$ cat src/rtl/rob_mo_pkg.sv
// Package: default geometry of the store/load ordering checker.
// Assumes the slot count is a power of two so ages wrap naturally.
package rob_mo_pkg;
    localparam int ROB_DEPTH   = 8;
    localparam int ROB_ADDR_W  = 32;
    localparam int ROB_DATA_W  = 32;
endpackage

$ cat src/rtl/rob_mo_entry.sv
// One reorder-buffer slot as seen by memory ordering: live flag, store
// flag, address (resolved later) and data (captured from a broadcast).
// Assumes alloc_en and kill never target the same slot in one cycle.
module rob_mo_entry #(
    parameter int TAG_W  = 3,
    parameter int ADDR_W = 32,
    parameter int DATA_W = 32
) (
    input  logic              clk,
    input  logic              rst_n,
    input  logic              alloc_en,
    input  logic              alloc_st,
    input  logic [TAG_W-1:0]  alloc_src,
    input  logic              alloc_drdy,
    input  logic [DATA_W-1:0] alloc_data,
    input  logic              kill,
    input  logic              addr_we,
    input  logic [ADDR_W-1:0] addr_in,
    input  logic              bc_valid,
    input  logic [TAG_W-1:0]  bc_tag,
    input  logic [DATA_W-1:0] bc_value,
    output logic              e_valid,
    output logic              e_st,
    output logic              e_aok,
    output logic [ADDR_W-1:0] e_addr,
    output logic              e_dok,
    output logic [DATA_W-1:0] e_data
);
    logic [TAG_W-1:0] src_q;
    logic             bc_alloc_hit;
    logic             bc_wait_hit;

    // Broadcast matches for a new slot and for a waiting live store.
    assign bc_alloc_hit = bc_valid && (bc_tag == alloc_src);
    assign bc_wait_hit  = bc_valid && (bc_tag == src_q) && e_valid && e_st && !e_dok;

    // Slot state: allocate, clear, or pick up address and data.
    always_ff @(posedge clk) begin
        if (!rst_n) begin
            e_valid <= 1'b0;
            e_st    <= 1'b0;
            e_aok   <= 1'b0;
            e_addr  <= '0;
            e_dok   <= 1'b0;
            e_data  <= '0;
            src_q   <= '0;
        end else if (alloc_en) begin
            e_valid <= 1'b1;
            e_st    <= alloc_st;
            e_aok   <= 1'b0;
            e_addr  <= '0;
            src_q   <= alloc_src;
            if (alloc_drdy) begin
                e_dok  <= 1'b1;
                e_data <= alloc_data;
            end else if (bc_alloc_hit) begin
                e_dok  <= 1'b1;
                e_data <= bc_value;
            end else begin
                e_dok  <= 1'b0;
                e_data <= '0;
            end
        end else if (kill) begin
            e_valid <= 1'b0;
            e_st    <= 1'b0;
            e_aok   <= 1'b0;
            e_dok   <= 1'b0;
        end else begin
            if (addr_we && e_valid && e_st) begin
                e_aok  <= 1'b1;
                e_addr <= addr_in;
            end
            if (bc_wait_hit) begin
                e_dok  <= 1'b1;
                e_data <= bc_value;
            end
        end
    end
endmodule

$ cat src/rtl/rob_mo_ptr.sv
// Head pointer and occupancy count of the reorder buffer; the tail is
// derived. Decides which of allocate, commit and flush take effect.
// Assumes DEPTH == 2**TAG_W.
module rob_mo_ptr #(
    parameter int DEPTH = 8,
    parameter int TAG_W = 3,
    localparam int CNT_W = TAG_W + 1
) (
    input  logic             clk,
    input  logic             rst_n,
    input  logic             alloc_valid,
    input  logic             commit_req,
    input  logic             head_ok,
    input  logic             flush_valid,
    input  logic [TAG_W-1:0] flush_tag,
    output logic [TAG_W-1:0] head,
    output logic [TAG_W-1:0] tail,
    output logic [CNT_W-1:0] cnt,
    output logic [TAG_W-1:0] flush_rel,
    output logic             full,
    output logic             alloc_acc,
    output logic             commit_acc,
    output logic             flush_acc
);
    logic [CNT_W-1:0] cnt_n;

    // Acceptance of each request against the current occupancy.
    always_comb begin
        flush_rel  = flush_tag - head;
        full       = (cnt == CNT_W'(DEPTH));
        flush_acc  = flush_valid && ({1'b0, flush_rel} < cnt);
        alloc_acc  = alloc_valid && !flush_valid && !full;
        commit_acc = commit_req && (cnt != '0) && head_ok;
        tail       = head + cnt[TAG_W-1:0];
    end

    // Next occupancy: a flush sets it from the kept range.
    always_comb begin
        if (flush_acc)
            cnt_n = {1'b0, flush_rel} + CNT_W'(1) - CNT_W'(commit_acc);
        else
            cnt_n = cnt + CNT_W'(alloc_acc) - CNT_W'(commit_acc);
    end

    // Pointer and count registers.
    always_ff @(posedge clk) begin
        if (!rst_n) begin
            head <= '0;
            cnt  <= '0;
        end else begin
            head <= head + TAG_W'(commit_acc);
            cnt  <= cnt_n;
        end
    end
endmodule

$ cat src/rtl/rob_mo_ldchk.sv
// Load hazard search across all live slots. A store stalls the load when
// it is older (smaller age) and its address matches or is unknown.
// Assumes ages are given relative to the current head.
module rob_mo_ldchk #(
    parameter int DEPTH  = 8,
    parameter int TAG_W  = 3,
    parameter int ADDR_W = 32
) (
    input  logic [TAG_W-1:0]             head,
    input  logic [DEPTH-1:0][TAG_W-1:0]  age,
    input  logic [DEPTH-1:0]             v,
    input  logic [DEPTH-1:0]             st,
    input  logic [DEPTH-1:0]             aok,
    input  logic [DEPTH-1:0][ADDR_W-1:0] a,
    input  logic                         ld_valid,
    input  logic [TAG_W-1:0]             ld_tag,
    input  logic [ADDR_W-1:0]            ld_addr,
    output logic                         stall
);
    logic [TAG_W-1:0] ld_age;
    logic [DEPTH-1:0] hit;

    assign ld_age = ld_tag - head;

    for (genvar i = 0; i < DEPTH; i++) begin : g_cmp
        // Per-slot hazard: older live store, same or unknown address.
        assign hit[i] = v[i] && st[i] && (age[i] < ld_age) &&
                        (!aok[i] || (a[i] == ld_addr));
    end

    assign stall = ld_valid && (|hit);
endmodule

$ cat src/rtl/rob_mem_order.sv
// Top: memory-ordering view of the reorder buffer. Slots double as the
// store queue; data arrives by broadcast; memory is written only as the
// head store retires. Assumes issue logic obeys rob_full and ld_stall.
module rob_mem_order #(
    parameter int DEPTH  = rob_mo_pkg::ROB_DEPTH,
    parameter int ADDR_W = rob_mo_pkg::ROB_ADDR_W,
    parameter int DATA_W = rob_mo_pkg::ROB_DATA_W,
    localparam int TAG_W = $clog2(DEPTH)
) (
    input  logic              clk,
    input  logic              rst_n,
    input  logic              alloc_valid,
    input  logic              alloc_is_store,
    input  logic [TAG_W-1:0]  alloc_src_tag,
    input  logic              alloc_data_rdy,
    input  logic [DATA_W-1:0] alloc_data,
    output logic [TAG_W-1:0]  alloc_tag,
    output logic              rob_full,
    input  logic              addr_valid,
    input  logic [TAG_W-1:0]  addr_tag,
    input  logic [ADDR_W-1:0] addr_value,
    input  logic              bc_valid,
    input  logic [TAG_W-1:0]  bc_tag,
    input  logic [DATA_W-1:0] bc_value,
    input  logic              commit_req,
    output logic [TAG_W-1:0]  head_tag,
    output logic              head_can_commit,
    output logic              mem_wr_en,
    output logic [ADDR_W-1:0] mem_wr_addr,
    output logic [DATA_W-1:0] mem_wr_data,
    input  logic              flush_valid,
    input  logic [TAG_W-1:0]  flush_tag,
    input  logic              ld_valid,
    input  logic [TAG_W-1:0]  ld_tag,
    input  logic [ADDR_W-1:0] ld_addr,
    output logic              ld_stall
);
    localparam int CNT_W = TAG_W + 1;

    logic [TAG_W-1:0]             head, tail, flush_rel;
    logic [CNT_W-1:0]             cnt;
    logic                         full, alloc_acc, commit_acc, flush_acc;
    logic                         head_ok;
    logic [DEPTH-1:0]             v, st, aok, dok;
    logic [DEPTH-1:0][ADDR_W-1:0] a;
    logic [DEPTH-1:0][DATA_W-1:0] d;
    logic [DEPTH-1:0][TAG_W-1:0]  age;

    rob_mo_ptr #(.DEPTH(DEPTH), .TAG_W(TAG_W)) u_ptr (
        .clk(clk), .rst_n(rst_n),
        .alloc_valid(alloc_valid), .commit_req(commit_req), .head_ok(head_ok),
        .flush_valid(flush_valid), .flush_tag(flush_tag),
        .head(head), .tail(tail), .cnt(cnt), .flush_rel(flush_rel), .full(full),
        .alloc_acc(alloc_acc), .commit_acc(commit_acc), .flush_acc(flush_acc)
    );

    for (genvar i = 0; i < DEPTH; i++) begin : g_slot
        localparam logic [TAG_W-1:0] IDX = TAG_W'(i);
        logic kill_i;

        // Age of this slot relative to the head.
        assign age[i] = IDX - head;
        // Slot leaves on retirement or when younger than the flush point.
        assign kill_i = (commit_acc && (head == IDX)) ||
                        (flush_acc && v[i] && (age[i] > flush_rel));

        rob_mo_entry #(.TAG_W(TAG_W), .ADDR_W(ADDR_W), .DATA_W(DATA_W)) u_ent (
            .clk(clk), .rst_n(rst_n),
            .alloc_en(alloc_acc && (tail == IDX)),
            .alloc_st(alloc_is_store), .alloc_src(alloc_src_tag),
            .alloc_drdy(alloc_data_rdy), .alloc_data(alloc_data),
            .kill(kill_i),
            .addr_we(addr_valid && (addr_tag == IDX)), .addr_in(addr_value),
            .bc_valid(bc_valid), .bc_tag(bc_tag), .bc_value(bc_value),
            .e_valid(v[i]), .e_st(st[i]), .e_aok(aok[i]), .e_addr(a[i]),
            .e_dok(dok[i]), .e_data(d[i])
        );
    end

    rob_mo_ldchk #(.DEPTH(DEPTH), .TAG_W(TAG_W), .ADDR_W(ADDR_W)) u_ld (
        .head(head), .age(age), .v(v), .st(st), .aok(aok), .a(a),
        .ld_valid(ld_valid), .ld_tag(ld_tag), .ld_addr(ld_addr), .stall(ld_stall)
    );

    // Head readiness and the in-order memory write of a retiring store.
    always_comb begin
        head_ok         = v[head] && (!st[head] || (aok[head] && dok[head]));
        head_can_commit = head_ok;
        mem_wr_en       = commit_acc && st[head];
        mem_wr_addr     = a[head];
        mem_wr_data     = d[head];
        alloc_tag       = tail;
        head_tag        = head;
        rob_full        = full;
    end
endmodule

$ cat config.mk
export PLATFORM = sky130hd
export DESIGN_NAME = rob_mem_order
export DESIGN_NICKNAME = d
export VERILOG_FILES = /design/src/rtl/rob_mo_pkg.sv /design/src/rtl/rob_mo_entry.sv /design/src/rtl/rob_mo_ptr.sv /design/src/rtl/rob_mo_ldchk.sv /design/src/rtl/rob_mem_order.sv
export SDC_FILE = /design/constraint.sdc
export NUM_CORES = 2
export LEC_CHECK = 0
export ABC_CLOCK_PERIOD_IN_PS = 7050
export BUFFER_PORTS_ARGS = -buffer_cell sky130_fd_sc_hd__buf_4
export CAP_MARGIN = 20
export CORE_ASPECT_RATIO = 1.75
export CORE_UTILIZATION = 55
export DETAILED_ROUTE_END_ITERATION = 7
export GPL_TIMING_DRIVEN = 0
export PLACE_DENSITY = 0.74
export SKIP_CTS_REPAIR_TIMING = 1
export SLEW_MARGIN = 40
export SYNTH_ARGS = -nofsm -noshare
export SYNTH_HDL_FRONTEND = slang
export SYNTH_SLANG_ARGS = --single-unit
$ cat constraint.sdc
create_clock -name clk -period 7.05 [get_ports clk]
set_input_delay 0.705 -clock clk [delete_from_list [all_inputs] [get_ports clk]]
set_output_delay 0.705 -clock clk [all_outputs]
set_load 0.005 [all_outputs]
* Yosys cells after proc, flatten, opt, wreduce, memory -nomap -nowiden *
Index checks and enable logic that the tools add are counted.

storage, ports and cells
  flip-flop bits (word level) = 575
  output and inout port bits = 74
  word-level logic and storage cells = 456

operators by class
  add/subtract/negate cells = 16
  magnitude comparators = 18
  equality and inequality tests = 47
  muxes and demuxes = 89
  bitwise gates (word level) = 9
  reduce and logical (&&, ||, !) cells = 219

operator list
  kind                                           number
  2-to-1 mux 32 bit                              28
  == test 32 bit                                 8
  binary-select mux 32 bit (select 3 bit)        2
  logical AND 1 bit                              122
  2-to-1 mux 1 bit                               54
  == test 3 bit, second input constant           12
  AND reduction 2 bit                            16
  nonzero test 2 bit                             16
  == test 3 bit                                  9
  > comparator 3 bit                             8
  < comparator 3 bit                             8
  nonzero test 3 bit                             8
  OR reduction 3 bit                             8
  logical NOT 1 bit                              19
  == test 3 x 2 -> 1 bit, second input constant  6
  logical OR 1 bit                               17
  != test 2 x 1 -> 1 bit, second input constant  8
  OR reduction 2 bit                             8
  binary-select mux 1 bit (select 3 bit)         4
  subtractor 3 bit, first input constant         4
  == test 3 x 1 -> 1 bit, second input constant  3
  logical NOT 3 bit                              3
  inverter 1 bit                                 9
  OR reduction 8 bit                             1
  other kinds (13)                               17

* Logic depth before layout (Yosys ltp) *
  depth after elaboration = 10
  depth in mapped cells = 15
  depth with buffers taken out = 15

* Hierarchy *
From an unflattened synthesis, not the netlist that was laid out.

unflattened totals
  cells, all modules = 3639
  area, all modules = 34847.2 um^2

modules (own cells, without submodules)
  module         instances  cells an instance  area an instance (um^2)
  rob_mo_entry   8          330                3244.4
  rob_mem_order  1          491                4788.3
  rob_mo_ldchk   1          438                3439.5
  rob_mo_ptr     1          70                 664.4

* Worst setup path after synthesis *
OpenSTA, ideal clock, no wires.

  path type = input to register
  from = input port flush_tag[0]
  to = register g_slot[4].u_ent.e_data[10]
  library setup time = 0.095 ns
  data arrival time = 3.329 ns
  data required time = 6.955 ns
  slack = 3.626 ns
  stages = 13
  buffers on the path = 2
  path through = inv_1 ha_1 inv_1 fa_1 ha_1 a21boi_0 o311ai_1 and3_1 buf_2 nand2_1 a31o_2 clkbuf_1 a221oi_1

on the way
  word-level cells in the longest chain between the ends = 8
  elaborated cells between the ends (all ways) = 9
  classes of those cells = add/sub: 1; order compare: 2; eq/ne: 1; reduce/logical: 5

RTL lines
  item                                  RTL line             source
  start: declaration                    rob_mem_order.sv:32  input logic [TAG_W-1:0] flush_tag,
  subtractor 3 bit (*)                  rob_mo_ptr.sv:29     flush_rel = flush_tag - head;
  < comparator 3 x 4 -> 1 bit           rob_mo_ptr.sv:31     flush_acc = flush_valid && ({1'b0, flush_rel} < cnt);
  logical AND 1 bit                     rob_mo_ptr.sv:31
  logical AND 1 bit                     rob_mem_order.sv:65  (flush_acc && v[i] && (age[i] > flush_rel));
  logical AND 1 bit (*)                 rob_mem_order.sv:65
  logical OR 1 bit (*)                  rob_mem_order.sv:64  assign kill_i = (commit_acc && (head == IDX)) ||
  != test 2 x 1 -> 1 bit (no line) (*)  n/a
  AND reduction 2 bit (no line) (*)     n/a
  end signal: assignment                rob_mo_entry.sv:55   e_data <= alloc_data;
  end signal: assignment                rob_mo_entry.sv:58   e_data <= bc_value;
  end signal: assignment                rob_mo_entry.sv:75   e_data <= bc_value;
  end: declaration                      rob_mo_entry.sv:27   output logic [DATA_W-1:0] e_data

Every way passes the cells marked *; elsewhere a longest branch is shown, timed or not.
A chain may end at the register's enable or synchronous reset.

* Final worst setup path *
  from = register u_ptr.head[1]
  to = output port mem_wr_addr[23]

on the way
  word-level cells in the longest chain between the ends = 2

RTL lines
  item                                     RTL line             source
  start: declaration                       rob_mo_ptr.sv:16     output logic [TAG_W-1:0] head,
  start signal: assignment                 rob_mo_ptr.sv:51     head <= head + TAG_W'(commit_acc);
  binary-select mux 32 bit (select 3 bit)  rob_mem_order.sv:90  mem_wr_addr = a[head];
  2-to-1 mux 32 bit (implied by the code)  rob_mem_order.sv:90
  end: declaration                         rob_mem_order.sv:29  output logic [ADDR_W-1:0] mem_wr_addr,

No other way between the ends. The select of a mux whose other input is x is not followed.

==> results.py <==
metrics = {
    "sta": {
        "min_period_over_period_pct": 72.0,
        "finalCriticalPeriod_ns": 5.08,
        "hold_slack_ns": 0.373,
        "timing.final.hold_violations": 0,
        "final_max_slew_viol_count": 0,
        "finClkSkew_ns": 0.0328,
        "slew_headroom_pct": 34.2,
        "tightest_slew_ns": 0.978,
        "final-setup-viol-count": 0,
        "timing.setup.tns_ns": 0,
        "max_clock_freq_ghz": 0.197,
        "rsz0062_at_grt": "false",
    },
    "drt": {
        "vias": 34859,
        "first_iter_violations": 4220,
        "via_per_inst": 6.98,
        "wire_per_inst_um": 33.9,
        "final_antenna_net_count": 0,
        "drt_wl_total_um": 169000,
        "drtPass1Iterations": 6,
        "route.detailed.drc": 0,
    },
    "pwr": {
        "sequential_cell_fraction_of_total_power_pct": 41.0,
        "sw_ratio_pct": 33.1,
        "p_clk_share_pct": 37.2,
        "largest_vdd_supply_drop_mv": 0.213,
        "leakage_nw": 13.9,
        "p_int_mw": 5.64,
        "pwr-share-comb_pct": 21.7,
        "power_dens_cells_nw_per_um2": 223,
        "net-switching-power_mw": 2.79,
    },
    "global_route": {
        "grt.total_usage_pct": 54.6,
        "busiest_layer": "met2",
        "maximum_number_of_pins_on_one_net_before_global_route_repair": 17,
        "globalRouteOverflowTotal": 0,
        "grt_first_pass_wirelength_um": 242000,
        "grt_use_met3_pct": 19.2,
        "number_of_antenna_violations_at_the_first_check_in_global_routing": 16,
        "via_count_of_the_first_global_routing_pass": 34135,
        "use_met1_pct": 51.3,
        "global_route.usage.met2_pct": 86.9,
    },
    "cts": {
        "clockBufferDepth": 3,
        "cts_max_level": 2,
        "ctsRootBufferMaster": "clkbuf_16",
        "path_clk_slew_ns": 0.07,
        "cts-buffers-inserted": 55,
        "tritoncts_num_sinks": 575,
        "clock_insertion_delay_worst_skew_ns": 0.68,
        "tritoncts_clock_tree": "done",
    },
    "synthesis": {
        "top_area_cell_type_share_of_the_netlist_area_pct": 34.2,
        "synth.lib_cells_used.distinct": 72,
        "synth_area_leader_cell": "dfxtp_1",
        "synthesis.area_per_instance_um2": 8.50,
        "synth-seq-cells": 575,
        "postSynthNetCount": 4156,
        "number_of_flops_mapped_to_enable_cells_by_yosys": 0,
        "synth_area_leaders": "dfxtp_1 34%, mux4_2 9.0%, nand2_1 7.9%",
        "yosys_warnings": 0,
        "synthesis.instances": 3963,
        "async_flop_share_pct": 0,
        "netlist_area_um2": 33700,
        "synth_seq_area_share_pct": 34.2,
        "synth_flop_cell": "dfxtp_1",
    },
    "die": {
        "chipWidth_um": 189,
        "die_area_um2": 62300,
        "num_rows": 119,
        "effective_utilization_at_floorplan_pct": 55.8,
        "coreArea_um2": 60300,
        "die-height_um": 329,
        "number_of_top_level_pins": 227,
    },
    "flow_run": {
        "cap_viol_max_count": 0,
    },
    "critical_path": {
        "worst_setup_path_start_kind": "register",
        "critical_path.slowest_cell": "clkbuf_1",
        "worstSetupStartpoint": "u_ptr.head[1]$_SDFF_PN0_",
        "critical_path.cell_chain": "buf_4 > buf_2 > clkbuf_1 > clkbuf_1 > mux4_2 > nand2_1 > nand2_1 > buf_4",
        "critPathMaxStageDelay_ns": 0.76,
        "reg2reg_from": "u_ptr.head[1]$_SDFF_PN0_",
        "timing.critical_path.arrival_ns": 4.37,
        "setup.worst_path.end_class": "primary output",
        "critical_path_class": "reg2out",
        "critical_path_required_ns": 6.34,
        "crit_path_max_fanout": 10,
    },
    "place": {
        "gpl.final_weighted_congestion": 1.09,
        "dp_hpwl_um": 127000,
        "port_buffers": 121,
    },
    "cells_and_area": {
        "num-nets-final": 4342,
        "layout.filler_cells": 5581,
        "flow.area_growth_from_synthesis_pct": 12.2,
        "share_of_layout_cells_above_drive_strength_1_pct": 12.9,
    },
    "outcome": {
        "result_of_the_run": "complete, no violations",
    },
    "worst_hold_path": {
        "hold_path.startpoint": "alloc_is_store",
        "hold_path.class": "in2reg",
    },
}
## worst max-delay path: cells and delay by family, from the launching register on
family / cells / cell delay, ns
flops: 1 / 0.65
buf+inv: 5 / 2.32
mux: 1 / 0.42
simple gates: 2 / 0.27
## metal layers
layer / share of wire (%) / wire length, um / up-vias
li1: - / - / 14556
met5: 0.062 / 105 / -
met1: 30 / 50200 / 16347
met2: 46 / 77900 / 2713
met3: 10 / 17000 / 1231
met4: 14 / 23800 / 12
## synth_stat cells (4+ instances only)
cell and count:
nor4_1 69, nor2_1 124, a211oi_1 70, and3_1 6, dfxtp_1 575, xor2_1 282, buf_2 29, ha_1 36
a311oi_1 64, o21ai_0 312, o311a_1 32, a22oi_1 4, mux2i_1 193, a21boi_0 95, a21o_1 8, a211oi_2 4
fa_1 4, nor2b_1 4, o211ai_1 102, mux4_2 134, o21a_1 6, nand2b_1 9, xnor2_1 12, buf_6 6
a21boi_1 13, buf_4 7, or4b_2 5, a21oi_1 147, nor3b_1 4, clkbuf_2 12, and2_1 37, buf_1 36
nand4_1 22, nand2_1 712, a221oi_1 32, mux2_2 32, clkbuf_1 353, a222oi_1 4, inv_1 31, nand3_1 209
nor3_1 79, o22ai_1 4
## flip-flops by register name (all words and copies together) (netlist names)
name / cells
g_slot.u_ent.e_st: 8
u_ptr.cnt: 4
g_slot.u_ent.e_valid: 8
g_slot.u_ent.e_addr: 256
g_slot.u_ent.e_dok: 8
g_slot.u_ent.e_aok: 8
u_ptr.head: 3
g_slot.u_ent.e_data: 256
g_slot.u_ent.src_q: 24
## path summary, 6_finish.rpt
kind | slack (ns) | cells after the start | endpoint
max | 1.97 | 8 | mem_wr_addr[23]
min | 0.37 | 3 | g_slot[2].u_ent.e_st$_SDFFE_PN0P_
max reg2reg | 2.17 | 12 | g_slot[0].u_ent.e_data[28]$_SDFFE_PN0P_
min reg2reg | 0.46 | 2 | g_slot[2].u_ent.e_data[10]$_SDFFE_PN0P_
## logic make-up after synthesis
group                      after synthesis  synth area share (%)
muxes                                  359                  15.8
buffers and inverters                  476                  5.67
xor gates and xnor gates               296                  7.78
and+or+nand+nor                       1290                  16.8
DFF                                    575                  34.2
AOI/OAI and AO/OA                      924                  18.1
adders and majority gates               43                  1.66
## cell type report
class | count | area (um^2) | share of cell area (%)
sequential | 575 | 11500 | 30.5
clock buffer | 78 | 1580 | 4.19
timing repair buffer | 129 | 978 | 2.59
buffer | 443 | 1840 | 4.87
inverter | 33 | 124 | 0.328
multi-input combinational | 2912 | 20500 | 54.3
tap | 786 | 983 | 2.60
clock inverter | 23 | 215 | 0.570
antenna | 13 | 32.5 | 0.0861
## power by group through the flow
| stage | combinational (mW) | clock (mW) | sequential [mW] |
|---|---|---|---|
| finish | 1.83 | 3.14 | 3.46 |
| global route | 1.91 | 3.22 | 3.47 |
| CTS | 1.73 | 3.08 | 3.45 |
| detailed placement | 1.72 | 0 | 3.53 |
| global placement | 1.69 | 0 | 3.52 |
| floorplan | 1.07 | 0 | 3.49 |
## cells in the final DEF, fill, tap and decap left out, drive strengths merged, types with 79 or more instances in the layout
master | netlist | layout
nand3 | 209 | 209
mux4 | 134 | 134
dfxtp | 575 | 575
nand2 | 712 | 712
nor3 | 79 | 79
a21boi | 110 | 110
o21ai | 315 | 315
mux2i | 193 | 193
clkbuf | 365 | 443
a21oi | 147 | 147
buf | 78 | 207
nor2 | 124 | 124
xor2 | 282 | 282
o211ai | 102 | 102
## metrics by stage
| step | instance area (um^2) | power [mW] | util, % | cells | setup slack, ns |
|---|---|---|---|---|---|
| after floorplan | 33700 | 4.56 | - | 3963 | 3.63 |
| after global placement | 35600 | 5.22 | 59.0 | 4870 | 1.85 |
| after detailed placement | 35700 | 5.25 | 59.3 | 4876 | 2.37 |
| after CTS | 37500 | 8.26 | 62.3 | 4977 | 2.08 |
| after global routing | 37700 | 8.59 | 62.6 | 4979 | 1.83 |
| final | 37800 | 8.43 | 62.6 | 4992 | 1.97 |
Note: power is estimated with default switching activity, not from simulation.
